===== config.mk =====
export PLATFORM = sky130hd
export DESIGN_NAME = trace_capture_buf
export DESIGN_NICKNAME = d
export VERILOG_FILES = /design/src/rtl/tcb_pkg.sv /design/src/rtl/tcb_ram.sv /design/src/rtl/tcb_acq.sv /design/src/rtl/tcb_regs.sv /design/src/rtl/trace_capture_buf.sv
export SDC_FILE = /design/constraint.sdc
export NUM_CORES = 1
export LEC_CHECK = 0
export ABC_AREA = 0
export BUFFER_PORTS_ARGS = -buffer_cell sky130_fd_sc_hd__buf_2
export CORE_ASPECT_RATIO = 1.2
export CORE_UTILIZATION = 37
export DETAILED_ROUTE_END_ITERATION = 8
export MAX_ROUTING_LAYER = met4
export PLACE_DENSITY = 0.65
export SLEW_MARGIN = 20
export SYNTH_ARGS = -nofsm -noshare
export SYNTH_HDL_FRONTEND = slang
export SYNTH_SLANG_ARGS = --single-unit

===== constraint.sdc =====
create_clock -name clk -period 4.2 [get_ports clk]
set_input_delay 0 -clock clk [delete_from_list [all_inputs] [get_ports clk]]
set_output_delay 0 -clock clk [all_outputs]
set_load 0.1 [all_outputs]

===== src/rtl/tcb_pkg.sv =====
package tcb_pkg;

    typedef enum logic [3:0] {
        RA_ID     = 4'd0,
        RA_DEPTH  = 4'd1,
        RA_WIDTH  = 4'd2,
        RA_STATUS = 4'd3,
        RA_DATA   = 4'd4,
        RA_RPTR   = 4'd5,
        RA_WPTR   = 4'd6,
        RA_TCNT   = 4'd7,
        RA_CTRL   = 4'd8
    } reg_addr_e;

    // bit 3 .. bit 0
    typedef struct packed {
        logic fmt_empty;
        logic acq_done;
        logic trig_seen;
        logic wrapped;
    } cap_status_t;

    typedef struct packed {
        logic demux;
        logic enable;
    } cap_ctrl_t;

    function automatic logic sel_is(input logic [3:0] sel, input reg_addr_e a);
        return sel == 4'(a);
    endfunction

endpackage


===== src/rtl/tcb_ram.sv =====
module tcb_ram #(
    parameter int DEPTH  = 16,
    parameter int WORD_W = 32,
    localparam int AW    = $clog2(DEPTH)
) (
    input  logic              clk,
    input  logic              we,
    input  logic [AW-1:0]     waddr,
    input  logic [WORD_W-1:0] wdata,
    input  logic [AW-1:0]     raddr,
    output logic [WORD_W-1:0] rdata
);
    logic [WORD_W-1:0] mem [DEPTH];

    always_ff @(posedge clk) begin
        if (we) mem[waddr] <= wdata;
    end

    assign rdata = mem[raddr];
endmodule


===== src/rtl/tcb_acq.sv =====
module tcb_acq
    import tcb_pkg::*;
#(
    parameter int DEPTH  = 16,
    parameter int WORD_W = 32,
    localparam int AW    = $clog2(DEPTH)
) (
    input  logic              clk,
    input  logic              rst,
    input  logic              en,
    input  logic              restart,
    input  logic              in_valid,
    input  logic [WORD_W-1:0] in_word,
    input  logic              in_trig,
    input  logic              wp_wr,
    input  logic [AW-1:0]     wp_val,
    input  logic              cnt_wr,
    input  logic [31:0]       cnt_val,
    output logic              ram_we,
    output logic [AW-1:0]     ram_waddr,
    output logic [WORD_W-1:0] ram_wdata,
    output logic [AW-1:0]     wptr,
    output logic [31:0]       cnt,
    output cap_status_t       status,
    output logic              active
);
    localparam logic [AW-1:0] LAST = AW'(DEPTH - 1);

    logic              stg_vld;
    logic [WORD_W-1:0] stg_word;
    logic              full_q, trig_q, done_q;
    logic              stopping, accept;

    assign stopping = trig_q && (cnt == 32'd0);
    assign active   = en && !done_q && !stopping;
    assign accept   = active && in_valid;

    always_ff @(posedge clk) begin
        if (rst) begin
            stg_vld  <= 1'b0;
            stg_word <= '0;
            wptr     <= '0;
            full_q   <= 1'b0;
            trig_q   <= 1'b0;
            done_q   <= 1'b0;
            cnt      <= '0;
        end else begin
            stg_vld <= accept;
            if (accept) stg_word <= in_word;

            if (wp_wr)        wptr <= wp_val;
            else if (stg_vld) wptr <= wptr + 1'b1;

            if (restart)                                   full_q <= 1'b0;
            else if (stg_vld && !wp_wr && wptr == LAST)    full_q <= 1'b1;

            if (restart)               trig_q <= 1'b0;
            else if (active && in_trig) trig_q <= 1'b1;

            if (restart)              done_q <= 1'b0;
            else if (en && stopping)  done_q <= 1'b1;

            if (cnt_wr)                                   cnt <= cnt_val;
            else if (accept && trig_q && cnt != 32'd0)    cnt <= cnt - 32'd1;
        end
    end

    assign ram_we    = stg_vld;
    assign ram_waddr = wptr;
    assign ram_wdata = stg_word;

    assign status.fmt_empty = !stg_vld;
    assign status.acq_done  = done_q;
    assign status.trig_seen = trig_q;
    assign status.wrapped   = full_q;

    // wrap flag only drops on a restart
    a_r3_wrap_sticky: assert property (@(posedge clk) disable iff (rst)
        (full_q && !restart) |=> full_q);

    // trigger is latched only while capture was enabled
    a_r4_trig_needs_en: assert property (@(posedge clk) disable iff (rst)
        $rose(trig_q) |-> $past(en));

    // no pointer movement once acquisition has completed
    a_r5_halt_after_done: assert property (@(posedge clk) disable iff (rst)
        (done_q && !wp_wr && !restart) |=> (wptr == $past(wptr)));

    // staging register is drained whenever acquisition is complete
    a_r6_empty_when_done: assert property (@(posedge clk) disable iff (rst)
        done_q |-> !stg_vld);

    // a staged word moves the write pointer by exactly one
    a_r2_wptr_step: assert property (@(posedge clk) disable iff (rst)
        (stg_vld && !wp_wr) |=> (wptr == $past(wptr) + 1'b1));
endmodule


===== src/rtl/tcb_regs.sv =====
module tcb_regs
    import tcb_pkg::*;
#(
    parameter int          DEPTH    = 16,
    parameter int          WORD_W   = 32,
    parameter logic [31:0] ID_VALUE = 32'h7C0B_0011,
    localparam int         AW       = $clog2(DEPTH)
) (
    input  logic              clk,
    input  logic              rst,
    input  logic [3:0]        reg_sel,
    input  logic              reg_wr,
    input  logic              reg_rd,
    input  logic [31:0]       reg_wdata,
    output logic [31:0]       reg_rdata,
    input  cap_status_t       status,
    input  logic [AW-1:0]     wptr,
    input  logic [31:0]       cnt,
    input  logic [WORD_W-1:0] ram_rdata,
    output logic [AW-1:0]     rptr,
    output cap_ctrl_t         ctrl,
    output logic              restart,
    output logic              wp_wr,
    output logic [AW-1:0]     wp_val,
    output logic              cnt_wr,
    output logic [31:0]       cnt_val
);
    logic wr_ctrl, wr_rptr, data_pop;

    assign wr_ctrl  = reg_wr && sel_is(reg_sel, RA_CTRL);
    assign wr_rptr  = reg_wr && sel_is(reg_sel, RA_RPTR);
    assign wp_wr    = reg_wr && sel_is(reg_sel, RA_WPTR);
    assign cnt_wr   = reg_wr && sel_is(reg_sel, RA_TCNT);
    assign wp_val   = reg_wdata[AW-1:0];
    assign cnt_val  = reg_wdata;
    assign data_pop = reg_rd && sel_is(reg_sel, RA_DATA);
    assign restart  = wr_ctrl && reg_wdata[0] && !ctrl.enable;

    always_ff @(posedge clk) begin
        if (rst) begin
            ctrl <= '0;
            rptr <= '0;
        end else begin
            if (wr_ctrl) ctrl <= cap_ctrl_t'(reg_wdata[1:0]);
            if (wr_rptr)       rptr <= reg_wdata[AW-1:0];
            else if (data_pop) rptr <= rptr + 1'b1;
        end
    end

    always_comb begin
        reg_rdata = '0;
        case (reg_sel)
            RA_ID:     reg_rdata = ID_VALUE;
            RA_DEPTH:  reg_rdata = 32'(DEPTH);
            RA_WIDTH:  reg_rdata = 32'(WORD_W);
            RA_STATUS: reg_rdata = 32'(status);
            RA_DATA:   reg_rdata = 32'(ram_rdata);
            RA_RPTR:   reg_rdata = 32'(rptr);
            RA_WPTR:   reg_rdata = 32'(wptr);
            RA_TCNT:   reg_rdata = cnt;
            RA_CTRL:   reg_rdata = 32'(ctrl);
            default:   reg_rdata = '0;
        endcase
    end

    // a data read advances the read pointer by one
    a_r7_rptr_step: assert property (@(posedge clk) disable iff (rst)
        (data_pop && !wr_rptr) |=> (rptr == $past(rptr) + 1'b1));

    // unused select values read as zero
    a_r10_unused_zero: assert property (@(posedge clk) disable iff (rst)
        (reg_sel > 4'd8) |-> (reg_rdata == 32'd0));
endmodule


===== src/rtl/trace_capture_buf.sv =====
module trace_capture_buf
    import tcb_pkg::*;
#(
    parameter int          DEPTH    = 16,
    parameter int          WORD_W   = 32,
    parameter logic [31:0] ID_VALUE = 32'h7C0B_0011
) (
    input  logic              clk,
    input  logic              rst,
    input  logic              trc_valid,
    input  logic [WORD_W-1:0] trc_word,
    input  logic              trc_trigger,
    input  logic [3:0]        reg_sel,
    input  logic              reg_wr,
    input  logic              reg_rd,
    input  logic [31:0]       reg_wdata,
    output logic [31:0]       reg_rdata,
    output logic              capture_on,
    output logic              demux_mode
);
    localparam int AW = $clog2(DEPTH);

    cap_status_t       status;
    cap_ctrl_t         ctrl;
    logic              restart, wp_wr, cnt_wr, ram_we;
    logic [AW-1:0]     wp_val, wptr, rptr, ram_waddr;
    logic [31:0]       cnt, cnt_val;
    logic [WORD_W-1:0] ram_wdata, ram_rdata;

    tcb_regs #(.DEPTH(DEPTH), .WORD_W(WORD_W), .ID_VALUE(ID_VALUE)) u_regs (
        .clk(clk), .rst(rst),
        .reg_sel(reg_sel), .reg_wr(reg_wr), .reg_rd(reg_rd),
        .reg_wdata(reg_wdata), .reg_rdata(reg_rdata),
        .status(status), .wptr(wptr), .cnt(cnt), .ram_rdata(ram_rdata),
        .rptr(rptr), .ctrl(ctrl), .restart(restart),
        .wp_wr(wp_wr), .wp_val(wp_val), .cnt_wr(cnt_wr), .cnt_val(cnt_val)
    );

    tcb_acq #(.DEPTH(DEPTH), .WORD_W(WORD_W)) u_acq (
        .clk(clk), .rst(rst),
        .en(ctrl.enable), .restart(restart),
        .in_valid(trc_valid), .in_word(trc_word), .in_trig(trc_trigger),
        .wp_wr(wp_wr), .wp_val(wp_val), .cnt_wr(cnt_wr), .cnt_val(cnt_val),
        .ram_we(ram_we), .ram_waddr(ram_waddr), .ram_wdata(ram_wdata),
        .wptr(wptr), .cnt(cnt), .status(status), .active(capture_on)
    );

    tcb_ram #(.DEPTH(DEPTH), .WORD_W(WORD_W)) u_ram (
        .clk(clk), .we(ram_we), .waddr(ram_waddr), .wdata(ram_wdata),
        .raddr(rptr), .rdata(ram_rdata)
    );

    assign demux_mode = ctrl.demux;
endmodule


Word level (Yosys, flattened, before mapping) --
Memories as Yosys holds them, arrays and structs flattened. A register that Yosys moved wholly into a read port is not among the register bits. Index checks and enable logic that the tools add are counted. Widths: inputs -> output; s select.
Word-level totals: bits of input ports 74, bits in registers 78, bits in writable memories 512, memories 1
Cells by class: eq/ne operators 9, $add $sub $neg 3, reduce and logical (&&, ||, !) cells 29, multiplexer cells 11
Memories:
- u_ram.mem | depth 16, width 32, rd ports 1, clocked after Yosys merged registers in 1, write ports 1, line tcb_ram.sv:13 | logic [WORD_W-1:0] mem [DEPTH];
Operator list (number):
- $pmux 32 s9 | 1
- $mux 32 | 2
- $logic_not 32->1 | 1
- $reduce_bool 32->1 | 1
- $sub 32x1->32 const B | 1
- $mux 4 | 6
- $logic_and 1x1->1 | 17
- $eq 4x3->1 const B | 4
- $add 4x1->4 const B | 2
- $eq 4x2->1 const B | 2
- $eq 4x4->1 const B | 2
- $reduce_bool 2->1 | 3
- $logic_not 1->1 | 5
- $eq 4x1->1 const B | 1
- $logic_not 4->1 | 1
- $mux 1 | 2
- $reduce_or 2->1 | 1

Longest topological paths before layout --
Gate-level depths: netlist of the first run.
word-level depth 9, gate-level depth with buffers 9

Modules after synthesis --
From an unflattened synthesis of the first run, not the netlist that was laid out.
Second synthesis, totals: cells, all modules 1408, area, all modules 23907.9 µm²
By module, submodules not included:
- tcb_ram | cells each 806, seq. area each 15374.7 µm², times used 1, area an instance 19213.4 µm²
- tcb_acq | cells each 424, seq. area each 1441.4 µm², times used 1, area an instance 3439.5 µm²
- tcb_regs | cells each 178, seq. area each 120.1 µm², times used 1, area an instance 1255.0 µm²

Worst setup path after synthesis of the first run --
Ideal clock, no wire load.
kind register -> output, start register with a tool-made name, end output port reg_rdata[10], path slack 0.027 ns, required time 4.200 ns, stages on the path, launching flop included 7, data arrival time 4.173 ns, path through dfxtp_1 > buf_2 > buf_1 > buf_1 > mux4_2 > mux2i_1 > o21ai_0
RTL lines:
- end: declaration | line trace_capture_buf.sv:17 | output logic [31:0] reg_rdata,

Worst setup path after layout of the first run --
start register u_acq.cnt[24], end output port capture_on
Between the ends: word-level cells in the longest chain between the ends 4
RTL lines:
- start: declaration | line tcb_acq.sv:23 | output logic [31:0] cnt,
- start signal: assignment | line tcb_acq.sv:63 | if (cnt_wr) cnt <= cnt_val;
- start signal: assignment | line tcb_acq.sv:64 | else if (accept && trig_q && cnt != 32'd0) cnt <= cnt - 32'd1;
- $logic_not 32->1 | line tcb_acq.sv:34 | assign stopping = trig_q && (cnt == 32'd0);
- $logic_and 1x1->1 | line tcb_acq.sv:34
- $logic_not 1->1 | line tcb_acq.sv:35 | assign active = en && !done_q && !stopping;
- $logic_and 1x1->1 | line tcb_acq.sv:35
- end: declaration | line trace_capture_buf.sv:18 | output logic capture_on,
Every way passes these cells.

==> run_results.csv, run 1 <==
group,metric,value,unit
die,ioPinCount,108,
sta,layout_setup_ws,0.7488,ns
place,dp_slack,1.258,ns
power_and_ir_drop,clkPwrFrac,43.7,%
cts,cts_resized,0,
logic_synthesis,yosysTopAreaCell,"edfxtp_1",
cts,clock_latency,0.64,ns
final_layout,drive_gt1_share,25.34,%
worst_setup_path,worstPathArrival,3.45,ns
place,dp.cells,2254,
logic_synthesis,yosysWarningCount,0,
sta,skew,0.02918,ns
cts,cts_tree,"yes",
sta,worstMarginPinSlew,1.014,ns
cts,cts-root-buf,"clkbuf_16",
logic_synthesis,synth_common_cells,"edfxtp_1 (512), mux4_2 (130), nand2_1 (91)",
logic_synthesis,synth_edf_count,512,
cts,path_clk_slew,0.06,ns
power_and_ir_drop,p_comb_share,3.5,%
die,start_util,37.42,%
die,coreArea,63310,µm²
cts,cts-htree-levels,2,
sta,hold_violations,0,
worst_setup_path,worstReg2RegStart,"u_acq.cnt[24]",
power_and_ir_drop,ir_drop,0.3032,mV
worst_setup_path,crit_path_start_kind,"flip-flop",
routing,drc,0,
worst_setup_path,critical_path.startpoint,"u_acq.cnt[24]",
global_routing,grt_overflow,0,
logic_synthesis,syn_nets,1442,
logic_synthesis,syn_avg_cell_area,17.39,µm²
hold_path,min_from,"reg_sel[3]",
sta,setup_viol,0,
global_routing,grt.total_usage,19.59,%
flow_run,drv_cap,0,
die,dieHeight,279.2,µm
status,run_status,"complete, no violations",
die,die_area,65050,µm²
logic_synthesis,synth_top_area_share,64.90,%
cts,clockBufferDepth,3,
sta,hold-worst-slack,0.05826,ns
sta,rsz0062_at_grt,"no",
logic_synthesis,async_flop_share,0,%
sta,slew_headroom,32.40,%
sta,fmax,289.8,MHz
place,gp_congestion,0.9402,
routing,antenna_left,0,
global_routing,grt_first_pass_wirelength,89.78,mm
worst_setup_path,required,4.20,ns
worst_setup_path,crit_type,"reg2out",
cts,clock_sinks,594,
power_and_ir_drop,p_leak,8.016,nW
global_routing,grt_pass1_vias,13810,
routing,wl,61.22,mm
sta,slew_viol_final,0,
final_layout,fin_util,44.71,%
power_and_ir_drop,p_sw_share,20.79,%
final_layout,nets,1658,
power_and_ir_drop,pwr-share-seq,52.8,%
logic_synthesis,synth_area,23690,µm²
logic_synthesis,synth_cell_types,56,
worst_setup_path,end_kind,"output port",
power_and_ir_drop,p_sw,2.506,mW
die,die_x,233.0,µm
final_layout,area_growth,19.49,%
place,port_buffers,107,
sta,finalCritPeriodShare,82.17,%
die,fp-row-count,101,
routing,post_drt_wl_per_cell,24.98,µm
sta,fin_crit,3.451,ns
place,dpl.hpwl,37.22,mm
routing,via_count,13620,
logic_synthesis,synth.most_common_cell,"edfxtp_1",
power_and_ir_drop,p_int,9.545,mW
global_routing,grt_max_degree,79,
routing,dr.pass1.iters,5,
final_layout,num-fill-cells,5441,
logic_synthesis,yosysSeqAreaShare,71.82,%
power_and_ir_drop,power_density,425.7,nW/µm²
routing,drt_iter0_markers,1276,
sta,final.setup.tns,0,ns
routing,routed_via_density,5.559,
logic_synthesis,synth_ff_type,"edfxtp_1",
hold_path,worstHoldPathType,"in2reg",
worst_setup_path,crit_path_max_fanout,9,
final_layout,stdcell_count,2451,
cts,cts_inserted_buffers,56,
logic_synthesis,synth.top_cells.by_area,"edfxtp_1 (65%), mux4_2 (12%), dfxtp_1 (6.9%), mux2i_1 (2.4%), nand2_1 (1.4%)",
logic_synthesis,synth-seq-cells,594,
global_routing,antenna_found_initial,1,
logic_synthesis,syn_inst,1362,
## layout make-up
class                   instances  area, µm²  share of cell area (%)
flip-flops and latches        594      17030                   60.15
multi-input cells             680       6481                   22.90
repair buffers                238       1784                   6.303
clock buffers                  82       1659                   5.861
well taps                     824       1031                   3.642
clock inverters                24      292.8                   1.034
inverters                       8      30.03                  0.1061
diodes                          1      2.502                0.008840
## power groups by stage
stage	clock network [mW]	registers, mW	logic (mW)
final	5.27	6.36	0.426
after global routing	5.54	6.36	0.456
after CTS	5.33	6.36	0.427
after detailed placement	0	6.48	0.371
after global placement	0	6.48	0.368
after floorplan	0	6.47	0.240
## cell families after synthesis
family	count (synthesis)	share of synthesized area [%]
muxes	196	15.20
adders and majority gates	6	0.3169
DFF	594	71.82
AOI/OAI and AO/OA	189	5.160
buffers and inverters	88	1.473
and+or+nand+nor	280	5.693
xor gates and xnor gates	9	0.3327
## flip-flops by register name, indices dropped and copies added (netlist names), named ones only
register	count
u_ram.mem	512
u_acq.cnt	32
u_acq.ram_wdata	32
u_acq.ram_waddr	4
u_regs.rptr	4
u_regs.ctrl	2
u_acq.done_q	1
u_acq.full_q	1
u_acq.ram_we	1
u_acq.trig_q	1
## worst paths after layout
kind | to | slack (ns) | cells past startpoint
min | u_regs.ctrl[0] | 0.06 | 4
min reg2reg | u_acq.done_q | 0.51 | 2
max | capture_on | 0.75 | 5
max reg2reg | u_acq.cnt[5] | 0.75 | 7
## through the flow
stage	cell area, µm²	power [mW]
floorplan	23690	6.709
global placement	25440	6.851
detailed placement	25450	6.855
CTS	28310	12.12
global route	28310	12.35
finish	28310	12.05
## cells in the final DEF (no fill, tap or decap), types with 6 or more instances in the layout
master         count
o31ai_1           15
a211oi_1          16
nor2_1            72
nor2_4            12
nand4_1            6
or3_1             14
clkinv_2           7
inv_1              8
nor2b_1            6
ha_1               6
buf_2            106
nand2b_1           7
o21ai_0           44
buf_4             39
clkbuf_16         56
mux4_2           130
nor4_1             8
clkbuf_1          10
nand3_1           13
mux2_2            10
mux2i_1           56
a221oi_1           6
dfxtp_1           79
edfxtp_1         512
a31oi_1            6
clkbuf_8          16
or4_1             22
a311oi_1          25
a21oi_1           54
nand2_1           90
dlygate4sd3_1     90
## routing by layer
layer | wire, µm | vias to the layer above | share of wire (%) | track usage, %
li1 | - | 5936 | - | -
met1 | 25110 | 7063 | 41 | 25.79
met2 | 29960 | 516 | 49 | 31.31
met3 | 4286 | 109 | 7.0 | 2.798
met4 | 1865 | 0 | 3.0 | 6.268
met5 | 0 | - | 0 | -
## critical path, cell delays in order (launching register included)
cell and delay, ns:
dfxtp_1 0.42, nor4_1 0.79, nand2_1 0.30, nor3_1 0.76, a21boi_0 0.22, buf_2 0.34
## repair_timing
item | 4_1_cts | 5_1_grt
setup endpoints to repair | 0 | 0
buffers inserted | 0 | 0
hold endpoints to repair | 81 | 0
hold buffers | 90 | 0
No activity file was read; power rests on OpenSTA's default activity.
==> run 2, diff against run 1 <==
==> constraint.sdc (replaced) <==
create_clock -name clk -period 3.3 [get_ports clk]
set_input_delay 0 -clock clk [delete_from_list [all_inputs] [get_ports clk]]
set_output_delay 0 -clock clk [all_outputs]
set_load 0.1 [all_outputs]
==> run_results.csv, run 2 (synthesis results as in run 1) <==
group,metric,value,unit
final_layout,n_antenna_cell,0,
final_layout,nets,1680,
sta,fmax,321.7,MHz
worst_setup_path,worstPathArrival,3.66,ns
worst_setup_path,crit_type,"reg2reg",
sta,slew_viol_final,0,
status,run_status,"complete, no violations",
cts,cts-root-buf,"clkbuf_16",
worst_setup_path,path_buf_inv,1,
worst_setup_path,crit_path_start_kind,"flip-flop",
final_layout,multi_input_area,6603,µm²
sta,finalCritPeriodShare,94.20,%
final_layout,num-fill-cells,5312,
power_and_ir_drop,ir_drop,0.3524,mV
routing,via_count,13630,
cts,cts_inserted_buffers,55,
worst_setup_path,required,3.85,ns
power_and_ir_drop,power_density,529.7,nW/µm²
sta,hold_violations,0,
place,dp.cells,2271,
final_layout,regMostFlops,"u_ram.mem",
die,ioPinCount,108,
die,dieHeight,279.2,µm
worst_setup_path,slowest_stage,"or4_4",
cts,cts_tree,"yes",
sta,setup_viol,0,
final_layout,stdcell_count,2471,
sta,layout_setup_ws,0.1915,ns
cts,clock_sinks,594,
worst_setup_path,cp_top_family,"simple AND/OR/NAND/NOR gates",
power_and_ir_drop,p_leak,8.258,nW
global_routing,grt_pass1_vias,13840,
die,die_x,233.0,µm
global_routing,grt_max_degree,44,
global_routing,grt.total_usage,19.60,%
global_routing,antenna_found_initial,0,
hold_path,worstHoldPathType,"in2reg",
global_routing,grtUsageMet3,2.737,%
final_layout,final_common_cell,"edfxtp_1",
global_routing,grt_overflow,0,
cts,clockBufferDepth,3,
sta,rsz0062_at_grt,"no",
cts,clock_latency,0.62,ns
place,dpl.hpwl,37.30,mm
place,port_buffers,107,
worst_setup_path,reg2reg_setup_slack,0.19,ns
die,fp-row-count,101,
cts,cts-htree-levels,2,
global_routing,use_met1,25.20,%
routing,post_drt_wl_per_cell,24.77,µm
final_layout,largest_register_ffs,512,
global_routing,grt_first_pass_wirelength,90.20,mm
routing,drc,0,
die,coreArea,63310,µm²
sta,fin_crit,3.108,ns
place,dp_slack,0.4363,ns
final_layout,mostFrequentLayoutCells,"edfxtp_1 (512), mux4_2 (130), dlygate4sd3_1 (94)",
final_layout,register_area,17030,µm²
routing,routed_via_density,5.518,
final_layout,area_growth,23.02,%
routing,wl,61.21,mm
global_routing,top_usage_layer,"met2",
cts,path_clk_slew,0.07,ns
flow_run,drv_cap,0,
sta,skew,0.02929,ns
worst_setup_path,crit_path_max_fanout,8,
sta,worstMarginPinSlew,0.8128,ns
routing,drt_iter0_markers,1311,
die,start_util,37.42,%
worst_setup_path,cp_cell_sequence,"or4_4 > nor4_2 > nand3_1 > or4_1 > a311oi_1 > dlygate4sd3_1",
routing,dr.pass1.iters,5,
die,die_area,65050,µm²
worst_setup_path,end_kind,"flip-flop",
sta,slew_headroom,45.31,%
final_layout,fin_util,46.03,%
final_layout,drive_gt1_share,27.81,%
routing,antenna_left,0,
worst_setup_path,cpPeakStageDelay,0.61,ns
global_routing,met2_usage,32.59,%
place,gp_congestion,0.9192,
==> run 2: changes by cell type in the layout (fill, tap and decap cells not counted), sizes merged, moves of 4 or more <==
cell,delta
bufinv,+5
dlygate4sd3,+4
clkinvlp,+5
clkinv,+4
buf,+19
clkbuf,-17
==> run 2: routing by layer <==
metal  vias up  share of wire, %  wire length [µm]
li1       6010                 -                 -
met1      7076                42             25790
met2       462                50             30630
met3        86               5.7              3500
met4         0               2.1              1287
met5         -                 0                 0
==> run 2: repair_timing <==
item                                    in CTS  in global routing
endpoints found under the setup margin       2                  8
pin swaps                                    0                  1
setup buffers                                1                  1
hold buffers                                94                  0
resized for setup                            2                  3
endpoints found under the hold margin       81                  0
==> run 2: layout make-up <==
class	instances	share of cell area, %
well taps	824	3.537
repair buffers	261	8.590
multi-input cells	680	22.65
clock buffers	65	5.061
inverters	8	0.1030
clock inverters	39	1.631
flip-flops and latches	594	58.42
==> run 2: path summary, 6_finish.rpt <==
kind               endpoint         start  cells past startpoint
max reg2reg   u_acq.cnt[27]  u_acq.cnt[2]                      6
min reg2reg    u_acq.done_q  u_acq.done_q                      2
max           u_acq.cnt[27]  u_acq.cnt[2]                      6
min          u_regs.ctrl[0]    reg_sel[3]                      4
==> run 2: worst reg2reg max path, stage by stage (launching register included) <==
cell	delay (ns)
dfxtp_1	0.38
or4_4	0.61
nor4_2	0.43
nand3_1	0.32
or4_1	0.46
a311oi_1	0.26
dlygate4sd3_1	0.57
==> run 2: stage by stage <==
step	area [µm²]	hold WS [ns]	power, mW	TNS, ns
2_1_floorplan	23810	0.1360	8.545	-0.1190
3_3_place_gp	26220	0.2467	8.750	0
3_5_place_dp	26220	0.2515	8.753	0
4_1_cts	29120	0.03598	15.56	0
5_1_grt	29150	0.09817	15.86	0
6_report	29150	0.07589	15.44	0
==> run 2: power breakdown <==
| group | total, mW | internal, mW | switching [mW] | leakage, nW |
|---|---|---|---|---|
| sequential | 8.09 | 8.05 | 0.0386 | 4.54 |
| combinational | 0.576 | 0.236 | 0.340 | 2.78 |
| clock | 6.77 | 3.99 | 2.78 | 0.933 |
| total | 15.4 | 12.3 | 3.16 | 8.26 |
==> run 3, diff against run 2 <==
--- a/config.mk
+++ b/config.mk
@@ -6,13 +6,16 @@
 export NUM_CORES = 1
 export LEC_CHECK = 0
 export ABC_AREA = 0
+export ABC_CLOCK_PERIOD_IN_PS = 3300
 export BUFFER_PORTS_ARGS = -buffer_cell sky130_fd_sc_hd__buf_2
 export CORE_ASPECT_RATIO = 1.2
 export CORE_UTILIZATION = 37
+export CTS_CLUSTER_DIAMETER = 50
 export DETAILED_ROUTE_END_ITERATION = 8
 export MAX_ROUTING_LAYER = met4
 export PLACE_DENSITY = 0.65
 export SLEW_MARGIN = 20
 export SYNTH_ARGS = -nofsm -noshare
 export SYNTH_HDL_FRONTEND = slang
+export SYNTH_HIERARCHICAL = 1
 export SYNTH_SLANG_ARGS = --single-unit
==> run_results.csv, run 3 <==
group,metric,value,unit
status,violations,"design-rule violations",
worst_setup_path,reg2reg_setup_slack,0.21,ns
sta,slew_viol_final,0,
logic_synthesis,syn_avg_cell_area,16.98,µm²
routing,post_drt_wl_per_cell,24.39,µm
routing,antenna_left,0,
place,dp.cells,2270,
die,fp-row-count,101,
global_routing,grt.total_usage,18.90,%
worst_setup_path,end_kind,"output port",
place,gp_congestion,0.9337,
logic_synthesis,synth_top_area_share,64.31,%
sta,skew,0.01709,ns
logic_synthesis,synth_edf_count,512,
sta,final.setup.tns,0,ns
logic_synthesis,synth.most_common_cell,"edfxtp_1",
routing,dr.pass1.iters,9,
worst_setup_path,reg2reg_depth,5,
sta,finalCritPeriodShare,95.28,%
power_and_ir_drop,p_leak,10.27,nW
sta,worstMarginPinSlew,0.9308,ns
die,dieHeight,280.5,µm
global_routing,antenna_found_initial,3,
status,run_status,"finished, violations left",
routing,drc,20,
worst_setup_path,slowest_stage,"dfxtp_4",
sta,rsz0062_at_grt,"no",
worst_setup_path,cpPeakStageDelay,0.57,ns
worst_setup_path,crit_path_max_fanout,29,
final_layout,num-fill-cells,5419,
cts,cts-root-buf,"clkbuf_16",
worst_setup_path,cp_cell_sequence,"buf_12 > mux4_2 > a22oi_1 > nand2_1 > o21ai_0 > a21oi_1 > buf_2",
final_layout,drive_gt1_share,25.75,%
sta,fin_crit,3.144,ns
final_layout,largest_register_ffs,512,
final_layout,mostFrequentLayoutCells,"edfxtp_1 (512), mux4_2 (128), nand2_1 (122)",
cts,clockBufferDepth,3,
logic_synthesis,synth_common_cells,"edfxtp_1 (512), mux4_2 (128), nand2_1 (122)",
cts,path_clk_slew,0.06,ns
logic_synthesis,synth.top_cells.by_area,"edfxtp_1 (64%), mux4_2 (12%), dfxtp_1 (6.5%), a22oi_1 (2.0%), nand2_1 (1.9%)",
logic_synthesis,synth_cell_types,67,
worst_setup_path,required,3.30,ns
power_and_ir_drop,ir_drop,0.3382,mV
global_routing,grt_overflow,0,
worst_setup_path,worstPathArrival,3.14,ns
final_layout,final_common_cell,"edfxtp_1",
routing,drt_iter0_markers,1175,
logic_synthesis,synth_ff_type,"edfxtp_1",
worst_setup_path,crit_path_start_kind,"flip-flop",
die,coreArea,63560,µm²
power_and_ir_drop,power_density,531.8,nW/µm²
worst_setup_path,critical_path.startpoint,"u_regs/rptr[0]",
sta,slew_headroom,37.81,%
sta,setup_viol,0,
cts,cts_resized,0,
logic_synthesis,syn_inst,1408,
logic_synthesis,syn_nets,1485,
global_routing,grt_first_pass_wirelength,89.29,mm
die,ioPinCount,108,
cts,clock_latency,0.59,ns
logic_synthesis,yosysTopAreaCell,"edfxtp_1",
sta,fmax,318.0,MHz
sta,hold-worst-slack,0.04814,ns
cts,cts_tree,"yes",
cts,cts_inserted_buffers,53,
logic_synthesis,yosysSeqAreaShare,70.84,%
die,die_x,234.1,µm
worst_setup_path,worstReg2RegStart,"u_acq/cnt[15]",
cts,clock_sinks,590,
logic_synthesis,async_flop_share,0,%
place,dp_slack,0.3357,ns
worst_setup_path,crit_end,"reg_rdata[30]",
global_routing,grt_max_degree,42,
final_layout,area_growth,18.21,%
logic_synthesis,synth-seq-cells,590,
final_layout,stdcell_count,2462,
cts,cts-htree-levels,2,
place,port_buffers,107,
routing,routed_via_density,5.632,
sta,layout_setup_ws,0.1556,ns
routing,via_count,13870,
sta,hold_violations,0,
logic_synthesis,yosysWarningCount,6,
routing,wl,60.04,mm
worst_setup_path,crit_type,"reg2out",
die,die_area,65640,µm²
logic_synthesis,synth_area,23910,µm²
flow_run,drv_cap,0,
global_routing,grt_pass1_vias,14160,
worst_setup_path,r2r_end,"u_acq/cnt[28]",
hold_path,worstHoldPathType,"in2reg",
final_layout,nets,1669,
place,dpl.hpwl,34.31,mm
die,start_util,37.61,%
final_layout,regMostFlops,"u_ram/mem",
-- run 3: power by group --
part | total (mW) | switching, mW | internal [mW]
logic | 0.602 | 0.352 | 0.250
clock network | 6.39 | 2.73 | 3.66
registers | 8.03 | 0.0320 | 8.00
total | 15.0 | 3.12 | 11.9
-- run 3: worst max-delay path: cells and delay by family (launching register included) --
| kind | cells | cell delay (ns) |
|---|---|---|
| DFF | 1 | 0.57 |
| AOI/OAI and AO/OA | 3 | 0.65 |
| buffers and inverters | 2 | 0.61 |
| muxes | 1 | 0.54 |
| and+or+nand+nor | 1 | 0.15 |
-- run 3: final cells by class --
| class | instances | area (µm²) | share of cell area, % |
|---|---|---|---|
| sequential | 590 | 16940 | 59.95 |
| multi-input combinational | 679 | 6389 | 22.60 |
| clock inverter | 30 | 316.6 | 1.120 |
| timing repair buffer | 254 | 2007 | 7.101 |
| clock buffer | 68 | 1515 | 5.361 |
| inverter | 14 | 52.55 | 0.1859 |
| tap | 824 | 1031 | 3.648 |
| antenna | 3 | 7.507 | 0.02656 |
-- run 3: what timing repair did --
item	in CTS	in global routing
setup buffers	2	0
hold buffers	89	0
endpoints found under the setup margin	27	0
endpoints found under the hold margin	78	0
-- run 3: through the flow --
stage / instance area (µm²) / utilization, % / total power [mW]
after global routing: 28260 / 44.46 / 15.42
after floorplan: 23920 / - / 8.554
after CTS: 28250 / 44.45 / 15.11
after global placement: 25500 / 40.11 / 8.718
final: 28260 / 44.46 / 15.03
after detailed placement: 25500 / 40.11 / 8.723
-- run 3: logic make-up (layout without fill, tap and decap cells) --
family / count (synthesis) / after routing / share of synthesized area (%)
and+or+nand+nor: 299 / 299 / 6.306
muxes: 133 / 133 / 12.27
other: 0 / 3 / 0
DFF: 590 / 590 / 70.84
xor gates and xnor gates: 11 / 11 / 0.4030
AOI/OAI and AO/OA: 233 / 233 / 6.835
adders and majority gates: 3 / 3 / 0.1570
buffers and inverters: 139 / 366 / 3.187
-- run 3: layer usage --
metal	wire length, µm	GRT usage [%]	vias up
met3	3889	1.951	95
met1	23820	23.35	7188
met4	1422	5.228	0
li1	-	-	6010
met2	30920	32.79	573
met5	0	-	-
-- run 3: how the worst min path moves through the flow --
stage                                     to  slack [ns]  depth (start not counted)         from
after detailed placement  u_acq/ram_wdata[0]        0.25                          3  trc_word[0]
final                         u_regs/rptr[1]        0.05                          4   reg_sel[2]
after global routing          u_regs/rptr[1]        0.07                          4   reg_sel[2]
after CTS                     u_regs/rptr[1]        0.02                          4   reg_sel[2]
after floorplan               u_regs/ctrl[0]        0.07                          1          rst
after global placement    u_acq/ram_wdata[4]        0.25                          3  trc_word[4]
